===== src/rtl/ddiv_pkg.sv =====
package ddiv_pkg;

    // Width of one phase-length field
    localparam int LEN_W = 8;

    typedef logic [LEN_W-1:0] len_t;

    typedef enum logic {
        LVL_LOW  = 1'b0,
        LVL_HIGH = 1'b1
    } level_e;

    // Captured configuration of one channel
    typedef struct packed {
        len_t hi;
        len_t lo;
    } phase_cfg_t;

    // Running state of one channel
    typedef struct packed {
        logic   live;
        level_e lvl;
        len_t   left;
    } phase_st_t;

    // Number of extra cycles to wait after a phase starts.
    // A length of zero is treated as one, so it reloads zero.
    function automatic len_t reload_of(input len_t len);
        return (len == '0) ? '0 : len_t'(len - len_t'(1));
    endfunction

endpackage


===== src/rtl/ddiv_lock_mon.sv =====
module ddiv_lock_mon #(
    parameter int LOCK_CYCLES = 4
) (
    input  logic clk,
    input  logic hold,
    output logic locked
);
    localparam int CW = $clog2(LOCK_CYCLES + 1);

    logic [CW-1:0] run_cnt;

    always_ff @(posedge clk) begin
        if (hold) begin
            run_cnt <= '0;
        end else if (run_cnt != CW'(LOCK_CYCLES)) begin
            run_cnt <= run_cnt + CW'(1);
        end
    end

    assign locked = (run_cnt == CW'(LOCK_CYCLES));

endmodule


===== src/rtl/ddiv_channel.sv =====
module ddiv_channel
    import ddiv_pkg::*;
(
    input  logic clk,
    input  logic hold,
    input  len_t hi_len,
    input  len_t lo_len,
    output logic tick_out
);
    phase_cfg_t cfg;
    phase_st_t  st;

    // Lengths are sampled only while the bank is gated
    always_ff @(posedge clk) begin
        if (hold) begin
            cfg.hi <= hi_len;
            cfg.lo <= lo_len;
        end
    end

    always_ff @(posedge clk) begin
        if (hold) begin
            st.live <= 1'b0;
            st.lvl  <= LVL_LOW;
            st.left <= '0;
        end else if (!st.live) begin
            st.live <= 1'b1;
            st.lvl  <= LVL_HIGH;
            st.left <= reload_of(cfg.hi);
        end else if (st.left == '0) begin
            if (st.lvl == LVL_HIGH) begin
                st.lvl  <= LVL_LOW;
                st.left <= reload_of(cfg.lo);
            end else begin
                st.lvl  <= LVL_HIGH;
                st.left <= reload_of(cfg.hi);
            end
        end else begin
            st.left <= st.left - len_t'(1);
        end
    end

    assign tick_out = (st.lvl == LVL_HIGH);

endmodule


===== src/rtl/duty_div_bank.sv =====
module duty_div_bank
    import ddiv_pkg::*;
#(
    parameter int NUM_OUT     = 3,
    parameter int LOCK_CYCLES = 4
) (
    input  logic                     clk,
    input  logic                     rst,
    input  logic                     run_en,
    input  logic [NUM_OUT*LEN_W-1:0] high_len,
    input  logic [NUM_OUT*LEN_W-1:0] low_len,
    output logic [NUM_OUT-1:0]       clk_out,
    output logic                     locked
);
    logic hold;

    assign hold = rst | ~run_en;

    for (genvar g = 0; g < NUM_OUT; g++) begin : g_ch
        ddiv_channel u_ch (
            .clk      (clk),
            .hold     (hold),
            .hi_len   (high_len[g*LEN_W +: LEN_W]),
            .lo_len   (low_len[g*LEN_W +: LEN_W]),
            .tick_out (clk_out[g])
        );
    end

    ddiv_lock_mon #(
        .LOCK_CYCLES (LOCK_CYCLES)
    ) u_lock (
        .clk    (clk),
        .hold   (hold),
        .locked (locked)
    );

endmodule


===== config.mk =====
export PLATFORM = sky130hd
export DESIGN_NAME = duty_div_bank
export DESIGN_NICKNAME = d
export VERILOG_FILES = /design/src/rtl/ddiv_pkg.sv /design/src/rtl/ddiv_lock_mon.sv /design/src/rtl/ddiv_channel.sv /design/src/rtl/duty_div_bank.sv
export SDC_FILE = /design/constraint.sdc
export NUM_CORES = 1
export LEC_CHECK = 0
export BUFFER_PORTS_ARGS = -buffer_cell sky130_fd_sc_hd__buf_2
export CORE_MARGIN = 2
export CORE_UTILIZATION = 58
export DETAILED_ROUTE_END_ITERATION = 10
export PLACE_DENSITY = 0.8
export SLEW_MARGIN = 20
export SYNTH_ARGS = -nofsm -noshare
export SYNTH_HDL_FRONTEND = slang
export SYNTH_SLANG_ARGS = --single-unit
export TNS_END_PERCENT = 100

===== constraint.sdc =====
create_clock -name clk -period 3.55 [get_ports clk]
set_input_delay 0.355 -clock clk [delete_from_list [all_inputs] [get_ports clk]]
set_output_delay 0.355 -clock clk [all_outputs]
set_load 0.01 [all_outputs]

---- Word level (Yosys, flattened, before mapping) ----
Index checks and enable logic that the tools add are counted.
operators by class
  add/sub/neg operators ................... 10
  equality and inequality tests ........... 5
  reductions and logical operators ........ 9
  mux-type cells .......................... 21
  bitwise logic cells ..................... 2
operators by type and width
  operator             count
  $logic_not 8->1      9
  $mux 8               9
  $sub 8x1->8 const B  9
  $mux 9               6
  $mux 10              3
  $ne 2x2->1 const B   3
  $add 3x1->3 const B  1
  $eq 3x3->1 const B   1
  $mux 1               3
  $ne 3x3->1 const B   1
  $not 1->1            1
  $or 1x1->1           1
word-level totals
  output and inout bits ................... 4
  bits in registers ....................... 81

---- Longest topological paths before layout ----
Gate-level depths: netlist (run 1).
  depth in word-level cells ............... 6
  depth in mapped cells ................... 7
  mapped depth without buffers ............ 7

---- Modules after synthesis ----
From an unflattened synthesis (run 1), not the netlist that was laid out.
unflattened totals
  cell total of the unflattened synthesis .. 378
  area total of the unflattened synthesis .. 4131.5 µm²
by module, submodules not included
  module                            area an instance (µm²)  instances  sequential area each (µm²)  cells each
  ddiv_channel at g_ch[1].u_ch ...  1303.8                  2          680.7                       118
  ddiv_channel at g_ch[0].u_ch      1356.3                  1          680.7                       124
  ddiv_lock_mon                     161.4                   1          60.1                        17
  duty_div_bank                     6.3                     1          0.0                         1

---- Worst setup path after synthesis (run 1) ----
No wires, ideal clock.
  path kind ............................... in2reg
  start point ............................. input rst
  end point ............................... register g_ch[1].u_ch.st[3] (netlist name)
  data required time ...................... 3.345 ns
  arrival time ............................ 2.438 ns
  path slack .............................. 0.907 ns
  cell stages on the path ................. 4
  path buffers ............................ 2
  cell sequence ........................... nand2b_1 -> clkbuf_1 -> clkbuf_1 -> o32ai_1
on the way
  cells in the longest elaborated chain, start to end .. 1
RTL lines
  item         line                 RTL
  from (decl)  duty_div_bank.sv:8   input logic rst,
  $or 1x1->1   duty_div_bank.sv:17  assign hold = rst | ~run_en;
  to (decl)    ddiv_channel.sv:11   phase_st_t st;
No other way between the ends.
A chain may end at the register's enable or synchronous reset.

---- Final worst setup path (run 1) ----
  start point ............................. register g_ch[2].u_ch.st[0] (netlist name)
  end point ............................... register g_ch[2].u_ch.st[0] (netlist name)
on the way
  cells in the longest elaborated chain, start to end .. 3
  elaborated cells on any way between the ends .. 4
  those cells by class .................... add/sub (1); mux (2); reduce/logical (1)
RTL lines
  item                                            line                                    RTL
  from (decl)                                     ddiv_channel.sv:11
  $sub 8x1->8 or $logic_not 8->1 (tied branches)  ddiv_channel.sv:39, ddiv_channel.sv:30
  $mux 8 *                                        ddiv_channel.sv:30                      end else if (st.left == '0) begin
  $mux 9 *                                        ddiv_channel.sv:26                      end else if (!st.live) begin
Every way passes the cells marked *; elsewhere a longest branch is shown, timed or not.

==> results of run 1 <==
worst max-delay path by stage:
| stage | start | to | slack (ns) | depth (start not counted) |
|---|---|---|---|---|
| floorplan | rst | g_ch[1].u_ch.st[3] | 0.91 | 4 |
| global placement | g_ch[2].u_ch.st[0] | g_ch[2].u_ch.st[1] | 1.48 | 7 |
| detailed placement | g_ch[2].u_ch.st[0] | g_ch[2].u_ch.st[0] | 1.48 | 7 |
| CTS | g_ch[2].u_ch.st[0] | g_ch[2].u_ch.st[0] | 1.45 | 7 |
| global route | g_ch[2].u_ch.st[0] | g_ch[2].u_ch.st[0] | 1.22 | 7 |
| finish | g_ch[2].u_ch.st[0] | g_ch[2].u_ch.st[0] | 1.39 | 7 |
power groups by stage:
stage | Sequential [W] | Combinational, W | Clock (W)
finish | 0.00115 | 0.000455 | 0.000785
global route | 0.00116 | 0.000497 | 0.000835
CTS | 0.00115 | 0.000451 | 0.000796
detailed placement | 0.00117 | 0.000446 | 0
global placement | 0.00116 | 0.000437 | 0
floorplan | 0.00114 | 0.000355 | 0
cell families after synthesis:
family	after synthesis	synth area share (%)
XOR/XNOR	34	7.31
AND/OR/NAND/NOR	127	17.7
buffers and inverters	36	3.62
adder cells (fa/ha/maj)	14	4.30
flip-flops	79	50.6
multiplexers	8	2.06
AO/OA/AOI/OAI	77	14.4
cell type report:
class / instances / share of cell area [%]
Multi-Input combinational cell: 260 / 40.0
Sequential cell: 79 / 44.2
Timing Repair Buffer: 55 / 5.95
Inverter: 28 / 2.25
Clock inverter: 6 / 2.36
Tap cell: 96 / 2.57
Clock buffer: 10 / 2.73
worst max-delay path, stage by stage (launching register included):
cell	delay [ns]
sky130_fd_sc_hd__dfxtp_1	0.32
sky130_fd_sc_hd__inv_1	0.09
sky130_fd_sc_hd__ha_1	0.18
sky130_fd_sc_hd__nor2b_1	0.36
sky130_fd_sc_hd__nand3b_1	0.19
sky130_fd_sc_hd__o21ai_0	0.44
sky130_fd_sc_hd__nand2_1	0.26
sky130_fd_sc_hd__o22ai_1	0.22
state kept, by name, summed over array words and instances (netlist names):
| signal | count |
|---|---|
| g_ch.u_ch.cfg | 48 |
| u_lock.run_cnt | 3 |
| g_ch.u_ch.tick_out | 3 |
| g_ch.u_ch.st | 25 |
synth_stat cells, types with 9 or more instances:
master                      n
sky130_fd_sc_hd__inv_1     28
sky130_fd_sc_hd__nor3_1    13
sky130_fd_sc_hd__nor2_1    24
sky130_fd_sc_hd__a21oi_1   13
sky130_fd_sc_hd__dfxtp_1   31
sky130_fd_sc_hd__nand3_1   10
sky130_fd_sc_hd__edfxtp_1  48
sky130_fd_sc_hd__xor2_1    12
sky130_fd_sc_hd__xnor2_1   22
sky130_fd_sc_hd__ha_1      14
sky130_fd_sc_hd__or4_1     10
sky130_fd_sc_hd__nand2_1   22
sky130_fd_sc_hd__o21ai_0   13
sky130_fd_sc_hd__nor3b_1    9
metal layers:
layer	global-route usage, %	vias to the layer above	wire length, um	part of all wire [%]
met5	0	-	0	0
met2	35.7	125	4010	49
li1	-	1522	-	-
met3	6.41	21	516	6.3
met1	28.7	1454	3520	43
met4	9.65	0	149	1.8
metrics by stage:
stage               cells  util [%]  setup WS [ns]
floorplan             375         -          0.907
CTS                   534      68.7           1.45
finish                534      68.7           1.39
detailed placement    518      65.2           1.48
global route          534      68.7           1.22
global placement      518      65.2           1.48
==> impl_results.md, run 1 <==
* Vias per cell at 5.85
* CTS tree: yes
* Hold Crit Class: input pin to register
* Rows at 30
* Design area at 4670 um2
* Antenna diodes at 0
* Worst flop-to-flop path endpoint: g_ch[2].u_ch.st[0]
* Sum of internal, switching and leakage power at 0.00239 W
* Clock network power share at 32.9%
* Die extent in x at 87.8 um
* FF/Latch Area at 2060 um2
* Category of the worst setup path capture point: register
* Number of gates given a new drive strength after cts at 0
* Rel. slew slack at 50.2%
* Endpoint of the worst hold-timing path: g_ch[0].u_ch.cfg[8]
* Clock Tree Buf Depth at 2
* GRT Resource Usage Total at 22.4%
* Fin crit period at 2.16 ns
* Highest clock rate at 463 MHz
* CP Launch Type: register
* Cell Pwr Density at 512 nW/um2
* Final Wtd Congestion at 1.01
* Peak supply drop at 0.274 mV
* Number of pins exceeding their max-slew limit in the final report at 0
* Initial Util at 60.0%
* Drc violations at 0
* Number of enable-type register cells in the synthesized netlist at 48
* Sequential share of power at 48.1%
* Async set-reset flop share out of synthesis at 0%
* Run status: finished clean
* Library cell used as clock root buffer: sky130_fd_sc_hd__clkbuf_8
* Required arrival time at the worst endpoint at 3.80 ns
* Synth Area per Inst at 10.9 um2
* Setup_tns at 0 ns
* Hold Buf Count CTS at 0
* Hold Vio Cnt, Final at 0
* Final setup violation count at 0
* Die footprint at 7710 um2
* Fraction of power spent switching nets at 27.0%
* Largest fanout on the critical path at 6
* DRT antenna net count at 0
* Origin of the critical flop-to-flop path: g_ch[2].u_ch.st[0]
* Total area of multi-input combinational cells at 1870 um2
* Gate power share at 19.0%
* Count of state elements after synthesis at 79
* Area of the placeable core at 6790 um2
* Internal power at 0.00174 W
* Max cap viols at 0
* Number of fill cells at 505
* Number of setup buffers added after CTS at 0
* Overflow left after global routing at 0
* Data arrival time of the critical path at 2.41 ns
* DP HPWL at 5950 um
* Final clock period utilization by the worst path at 60.9%
* Die extent in y at 87.8 um
* Drt wl/cell at 15.3 um
* Number of global-route vias before repair at 2946
* Placed instance area at 4430 um2
* Synth top area share at 35.4%
* Actual transition at the worst max-transition pin at 0.747 ns
* Number of antenna violations at the first check in global routing at 0
* Share of post-route cells with drive strength above 1 at 20.3%
* CTS H-Tree Depth at 3
* Sequential area share after synthesis at 50.6%
* Worst Hold Slack at 0.176 ns
* Cell taking the most area after synthesis: sky130_fd_sc_hd__edfxtp_1
* Leakage power total at 1.77 nW
* Count of mapped cells out of synthesis at 375
* Pin count of the biggest net entering global routing at 63
* Worst clock skew at 0.0102 ns
* Largest cells by area after synthesis: sky130_fd_sc_hd__edfxtp_1 35%, sky130_fd_sc_hd__dfxtp_1 15%, sky130_fd_sc_hd__xnor2_1 4.7%
* Final net count at 498
* Primary flip-flop cell chosen by synthesis mapping: sky130_fd_sc_hd__edfxtp_1
* Number of violations reported at the end of detailed-routing iteration 0 at 224
* Clock slew at reported path FFs at 0.08 ns
* Count of port buffers added during placement at 54
* I/O Pins at 55
* Syn-to-layout area delta at 14.6%
* Net count of the mapped netlist at 440
* Total clock buffers created by CTS at 9
* Latest clock arrival within the worst-skew pair at 0.35 ns
* Routed wire length at 8190 um
* 1st-pass router iterations at 4
* Switching pwr at 0.000644 W
* Leading cell types in the layout, fill and taps excluded: 54 x sky130_fd_sc_hd__buf_2, 48 x sky130_fd_sc_hd__edfxtp_1, 31 x sky130_fd_sc_hd__dfxtp_1
* Min-Delay Path Depth at 1
* Number of synthesis warnings at 0
* Reg2reg path depth at 7
* CTS sink cnt at 79
* Worst setup path class: register to register
* Syn Std Cell Area at 4070 um2
* Commonest non-fill, non-tap cell in the layout: sky130_fd_sc_hd__buf_2
* Startpoint of the tightest hold check path: high_len[0]
* Via total after detailed routing at 3122
* Number of distinct library cells after synthesis at 55
* Unrepaired setup endpoints after global routing: no
* First-pass GRT wire length at 13200 um
* R2R setup slack at 1.39 ns
Power figures use the tool's default switching activity.
==> inputs of run 2 (changes only) <==
clock period = 2.25 ns   (was 3.55 ns; I/O delays follow)
==> run 2 against run 1 <==
Effect of this change: critical path type unchanged; power rose by 49%; wire length is 0.71% higher; clock power increased by 29%; critical path depth stayed put; final cell count up 0.56%; setup slack worse by 1.2 ns; largest power group unchanged; final area is 0.46% lower; register-to-register slack got worse by 1.2 ns.
==> impl_results.md, run 2 (synthesis results as in run 1) <==
* Rel. slew slack at 63.3%
* Peak supply drop at 0.572 mV
* Number of fill cells at 507
* Sum of internal, switching and leakage power at 0.00355 W
* Leading cell types in the layout, fill and taps excluded: 54 x sky130_fd_sc_hd__buf_2, 48 x sky130_fd_sc_hd__edfxtp_1, 31 x sky130_fd_sc_hd__dfxtp_1
* Number of global-route vias before repair at 2839
* Number of antenna violations at the first check in global routing at 0
* R2R setup slack at 0.23 ns
* Overflow left after global routing at 0
* Unrepaired setup endpoints after global routing: no
* Rows at 30
* Actual transition at the worst max-transition pin at 0.549 ns
* DRT antenna net count at 0
* Setup_tns at 0 ns
* Drc violations at 0
* Via total after detailed routing at 3059
* Min-Delay Path Depth at 1
* Largest fanout on the critical path at 8
* Registers with the most flip-flops: g_ch.u_ch.cfg x48, g_ch.u_ch.st x25
* Final setup violation count at 0
* Critical Path Start: g_ch[0].u_ch.st[0]
* Hold Crit Class: input pin to register
* Cell chain of the critical path: inv_1 -> ha_1 -> or3b_2 -> nor2_4 -> nand3_1 -> o22a_1 -> o22ai_1
* Number of gates given a new drive strength after cts at 0
* Clock Tree Buf Depth at 2
* Total clock buffers created by CTS at 9
* CP Launch Type: register
* Count of port buffers added during placement at 54
* Max cap viols at 0
* Share of post-route cells with drive strength above 1 at 21.3%
* Origin of the critical flop-to-flop path: g_ch[0].u_ch.st[0]
* Initial Util at 60.0%
* Total area of multi-input combinational cells at 1870 um2
* Worst Path Buf+Inv at 1
* Post-placement worst setup slack at 0.257 ns
* Latest clock arrival within the worst-skew pair at 0.35 ns
* Reg2reg path depth at 7
* Startpoint of the tightest hold check path: low_len[19]
* Number of setup buffers added after CTS at 0
* Final clock period utilization by the worst path at 90.0%
* Max reg flops at 48
* Worst clock skew at 0.00743 ns
* Hold Vio Cnt, Final at 0
* Cell at the slowest stage of the critical path: sky130_fd_sc_hd__or3b_2
* FF/Latch Area at 2060 um2
* Required arrival time at the worst endpoint at 2.52 ns
* 1st-pass router iterations at 5
* Worst setup path class: register to register
* Critical path depth at 7
* Drt wl/cell at 15.4 um
* DP HPWL at 6190 um
* Antenna diodes at 0
* CTS tree: yes
* Leakage power total at 1.76 nW
* Placed instance area at 4460 um2
* Hold Buf Count CTS at 0
* Syn-to-layout area delta at 14.1%
* Cells after DPL at 522
* Category of the worst setup path capture point: register
* GRT Resource Usage Total at 22.6%
* Register bank with the most flops: g_ch.u_ch.cfg
* Commonest non-fill, non-tap cell in the layout: sky130_fd_sc_hd__buf_2
* Die footprint at 7710 um2
* Library cell used as clock root buffer: sky130_fd_sc_hd__clkbuf_8
* Vias per cell at 5.70
* Final worst setup slack at 0.226 ns
* Clock slew at reported path FFs at 0.08 ns
* Cell Pwr Density at 764 nW/um2
* Final net count at 502
* Die extent in x at 87.8 um
* Design area at 4650 um2
* Number of standard cells in the final layout excluding fillers at 537
* Delay of the slowest cell on the worst path at 0.52 ns
* Worst path top cell family by delay: simple AND/OR/NAND/NOR gates
* Area of the placeable core at 6790 um2
* Worst flop-to-flop path endpoint: g_ch[0].u_ch.st[0]
* Number of violations reported at the end of detailed-routing iteration 0 at 189
* Highest clock rate at 494 MHz
* Fin crit period at 2.02 ns
* Routed wire length at 8250 um
* Final Wtd Congestion at 0.971
* Pin count of the biggest net entering global routing at 42
* CTS H-Tree Depth at 3
* Data arrival time of the critical path at 2.30 ns
* Run status: finished clean
* First-pass GRT wire length at 13200 um
* Die extent in y at 87.8 um
* CTS sink cnt at 79
* Worst setup path end: g_ch[0].u_ch.st[0]
* Number of pins exceeding their max-slew limit in the final report at 0
* I/O Pins at 55
## run 2: cell count changes in the layout (fill, tap and decap cells not counted), moves of 2 or more
cell                         previous run  this run
sky130_fd_sc_hd__clkinvlp_4             1         3
sky130_fd_sc_hd__clkinv_2               0         2
sky130_fd_sc_hd__bufinv_16              3         1
sky130_fd_sc_hd__buf_4                  1         5
## run 2: how the worst min path moves through the flow
stage,slack (ns),endpoint
finish,0.04,g_ch[2].u_ch.cfg[3]
global route,0.02,g_ch[2].u_ch.cfg[7]
CTS,0.03,g_ch[0].u_ch.cfg[0]
detailed placement,0.40,g_ch[1].u_ch.cfg[5]
global placement,0.40,g_ch[1].u_ch.cfg[13]
floorplan,0.32,g_ch[0].u_ch.cfg[0]
## run 2: worst register-to-register path, stage by stage, from the launching register on
cell and delay [ns]:
sky130_fd_sc_hd__dfxtp_1 0.36, sky130_fd_sc_hd__inv_1 0.10, sky130_fd_sc_hd__ha_1 0.18, sky130_fd_sc_hd__or3b_2 0.52
sky130_fd_sc_hd__nor2_4 0.22, sky130_fd_sc_hd__nand3_1 0.19, sky130_fd_sc_hd__o22a_1 0.25, sky130_fd_sc_hd__o22ai_1 0.13
## run 2: final cells by class
cell class              count  share of cell area (%)
clock buffers               9                    2.66
clock inverters             6                    1.35
inverters                  28                    2.26
multi-input cells         260                    40.2
flip-flops and latches     79                    44.4
well taps                  96                    2.58
repair buffers             59                    6.62
## run 2: metal layers
| metal | routed length [um] | vias up | global-route usage, % | part of all wire (%) |
|---|---|---|---|---|
| li1 | - | 1524 | - | - |
| met1 | 3590 | 1442 | 29.3 | 43 |
| met2 | 4140 | 83 | 36.8 | 50 |
| met3 | 418 | 10 | 5.84 | 5.1 |
| met4 | 107 | 0 | 8.11 | 1.3 |
| met5 | 0 | - | 0 | 0 |
## run 2: per-stage QoR
| step | utilization (%) | hold slack (ns) |
|---|---|---|
| 2_1_floorplan | - | 0.324 |
| 3_3_place_gp | 65.7 | 0.401 |
| 3_5_place_dp | 65.7 | 0.403 |
| 4_1_cts | 68.4 | 0.0306 |
| 5_1_grt | 68.4 | 0.0201 |
| 6_report | 68.4 | 0.0449 |
## run 2: power by group
part / switching [W] / leakage (nW) / internal (W)
Combinational: 0.000380 / 0.933 / 0.000350
Sequential: 0.000138 / 0.744 / 0.00167
Clock: 0.000509 / 0.0871 / 0.000502
Total: 0.00103 / 1.76 / 0.00252
==> inputs of run 3 (changes only) <==
CORE_MARGIN = 10   (was 2)
SLEW_MARGIN = 10   (was 20)
==> run 3 against run 2 <==
Effect of this change: flip-flop and latch count unchanged; largest cell class unchanged; core utilization increased by 0.52 points; clock power increased by 9.9%; final area increased by 0.75%; via count increased by 0.75%.
==> impl_results.md, run 3 (synthesis results as in run 1) <==
* Count of port buffers added during placement at 54
* Vias per cell at 5.72
* Share of post-route cells with drive strength above 1 at 21.7%
* Antenna diodes at 0
* Rows at 30
* Final net count at 503
* Clock Tree Buf Depth at 2
* Final Wtd Congestion at 0.916
* Peak supply drop at 0.604 mV
* Syn-to-layout area delta at 15.0%
* Run status: finished clean
* Switching pwr at 0.00105 W
* Largest fanout on the critical path at 5
* Worst clock skew at 0.00960 ns
* Register bank with the most flops: g_ch.u_ch.cfg
* Clock network power share at 30.4%
* Routed wire length at 8480 um
* Number of gates given a new drive strength after cts at 0
* Sequential share of power at 49.6%
* Data arrival time of the critical path at 2.26 ns
* Overflow left after global routing at 0
* Commonest non-fill, non-tap cell in the layout: sky130_fd_sc_hd__buf_2
* Number of global-route vias before repair at 3052
* Actual transition at the worst max-transition pin at 0.566 ns
* Worst Path Buf+Inv at 0
* Drt wl/cell at 15.7 um
* Registers with the most flip-flops: g_ch.u_ch.cfg x48, g_ch.u_ch.st x25
* Fin crit period at 2.02 ns
* Max cap viols at 0
* Cell Pwr Density at 777 nW/um2
* Area of the placeable core at 6790 um2
* Highest clock rate at 495 MHz
* Worst setup path class: register to register
* Drc violations at 0
* GRT Resource Usage Total at 15.9%
* Required arrival time at the worst endpoint at 2.49 ns
* Hold Vio Cnt, Final at 0
* Leakage power total at 1.79 nW
* DP HPWL at 6470 um
* CTS sink cnt at 79
* CTS tree: yes
* Sum of internal, switching and leakage power at 0.00364 W
* Max reg flops at 48
* Category of the worst setup path capture point: register
* Total clock buffers created by CTS at 9
* Cell chain of the critical path: or4_1 -> nor4_1 -> mux2i_1 -> o211ai_1 -> o2bb2ai_1
* Delay of the slowest cell on the worst path at 0.60 ns
* Gate power share at 20.0%
* Setup_tns at 0 ns
* Hold Crit Class: input pin to register
* Die footprint at 10800 um2
* Leading cell types in the layout, fill and taps excluded: 54 x sky130_fd_sc_hd__buf_2, 48 x sky130_fd_sc_hd__edfxtp_1, 31 x sky130_fd_sc_hd__dfxtp_1
* Number of pins exceeding their max-slew limit in the final report at 0
* Initial Util at 60.0%
* Number of violations reported at the end of detailed-routing iteration 0 at 119
* CTS H-Tree Depth at 3
* Die extent in x at 104 um
* First-pass GRT wire length at 14300 um
* Placed instance area at 4470 um2
* Design area at 4680 um2
* Final clock period utilization by the worst path at 89.8%
* Number of antenna violations at the first check in global routing at 0
* DRT antenna net count at 0
* Die extent in y at 104 um
* Cell at the slowest stage of the critical path: sky130_fd_sc_hd__or4_1
* Unrepaired setup endpoints after global routing: no
* Via total after detailed routing at 3082
* I/O Pins at 55
* Final setup violation count at 0
* Fraction of power spent switching nets at 29.0%
* CP Launch Type: register
* Internal power at 0.00259 W
* 1st-pass router iterations at 7
* Hold Buf Count CTS at 0
* Number of setup buffers added after CTS at 0
* Cells after DPL at 523
* Number of standard cells in the final layout excluding fillers at 539
* Pin count of the biggest net entering global routing at 32
* Library cell used as clock root buffer: sky130_fd_sc_hd__clkbuf_8
* Clock slew at reported path FFs at 0.09 ns
* Latest clock arrival within the worst-skew pair at 0.36 ns
* Worst path top cell family by delay: simple AND/OR/NAND/NOR gates
* Rel. slew slack at 62.2%
## run 3: cell types whose count changed in the layout (fill, tap and decap cells not counted)
cell / before / now
sky130_fd_sc_hd__clkinvlp_4: 3 / 0
sky130_fd_sc_hd__clkinv_2: 2 / 0
sky130_fd_sc_hd__clkinv_4: 0 / 3
sky130_fd_sc_hd__buf_4: 5 / 6
sky130_fd_sc_hd__inv_6: 0 / 1
sky130_fd_sc_hd__clkbuf_8: 9 / 10
sky130_fd_sc_hd__inv_8: 0 / 1
## run 3: metal layers
metal	wire, um	up-vias	global-route usage (%)	share of wire [%]
li1	-	1530	-	-
met1	3720	1444	19.1	44
met2	4210	92	26.4	50
met3	422	16	3.97	5.0
met4	129	0	7.26	1.5
met5	0	-	0	0
## run 3: path summary, 6_finish.rpt
kind,startpoint,endpoint,slack [ns],cells past startpoint
worst min-delay path,high_len[15],g_ch[1].u_ch.cfg[15],0.03,1
worst max-delay path,g_ch[2].u_ch.cfg[2],g_ch[2].u_ch.st[7],0.23,5
worst min register to register,u_lock.run_cnt[2],u_lock.run_cnt[2],0.48,1
worst max register to register,g_ch[2].u_ch.cfg[2],g_ch[2].u_ch.st[7],0.23,5
## run 3: metrics by stage
step | setup WS, ns | hold slack (ns) | utilization [%]
6_report | 0.230 | 0.0342 | 68.9
3_5_place_dp | 0.230 | 0.403 | 65.8
4_1_cts | 0.217 | 0.0200 | 68.9
5_1_grt | 0.0756 | 0.0131 | 68.9
3_3_place_gp | 0.209 | 0.401 | 65.8
2_1_floorplan | 0.426 | 0.324 | -
## run 3: layout make-up
type / count / area [um2]
fill: 511 / 2110
sequential: 79 / 2060
tap: 96 / 120
inverter: 28 / 105
multi-input combinational: 260 / 1870
clock inverter: 6 / 76.3
timing repair buffer: 60 / 315
clock buffer: 10 / 138
## run 3: worst reg2reg max path, delay by kind of cell, from the launching register on
kind,cells,cell delay (ns)
AOI/OAI and AO/OA,2,0.29
DFF,1,0.45
and+or+nand+nor,2,0.90
muxes,1,0.28
## run 3: power groups by stage
| stage | Clock, W | Sequential (W) | Combinational (W) |
|---|---|---|---|
| after global placement | 0 | 0.00183 | 0.000703 |
| after CTS | 0.00113 | 0.00180 | 0.000726 |
| after detailed placement | 0 | 0.00184 | 0.000720 |
| final | 0.00111 | 0.00181 | 0.000727 |
| after global routing | 0.00121 | 0.00183 | 0.000813 |
| after floorplan | 0 | 0.00180 | 0.000560 |
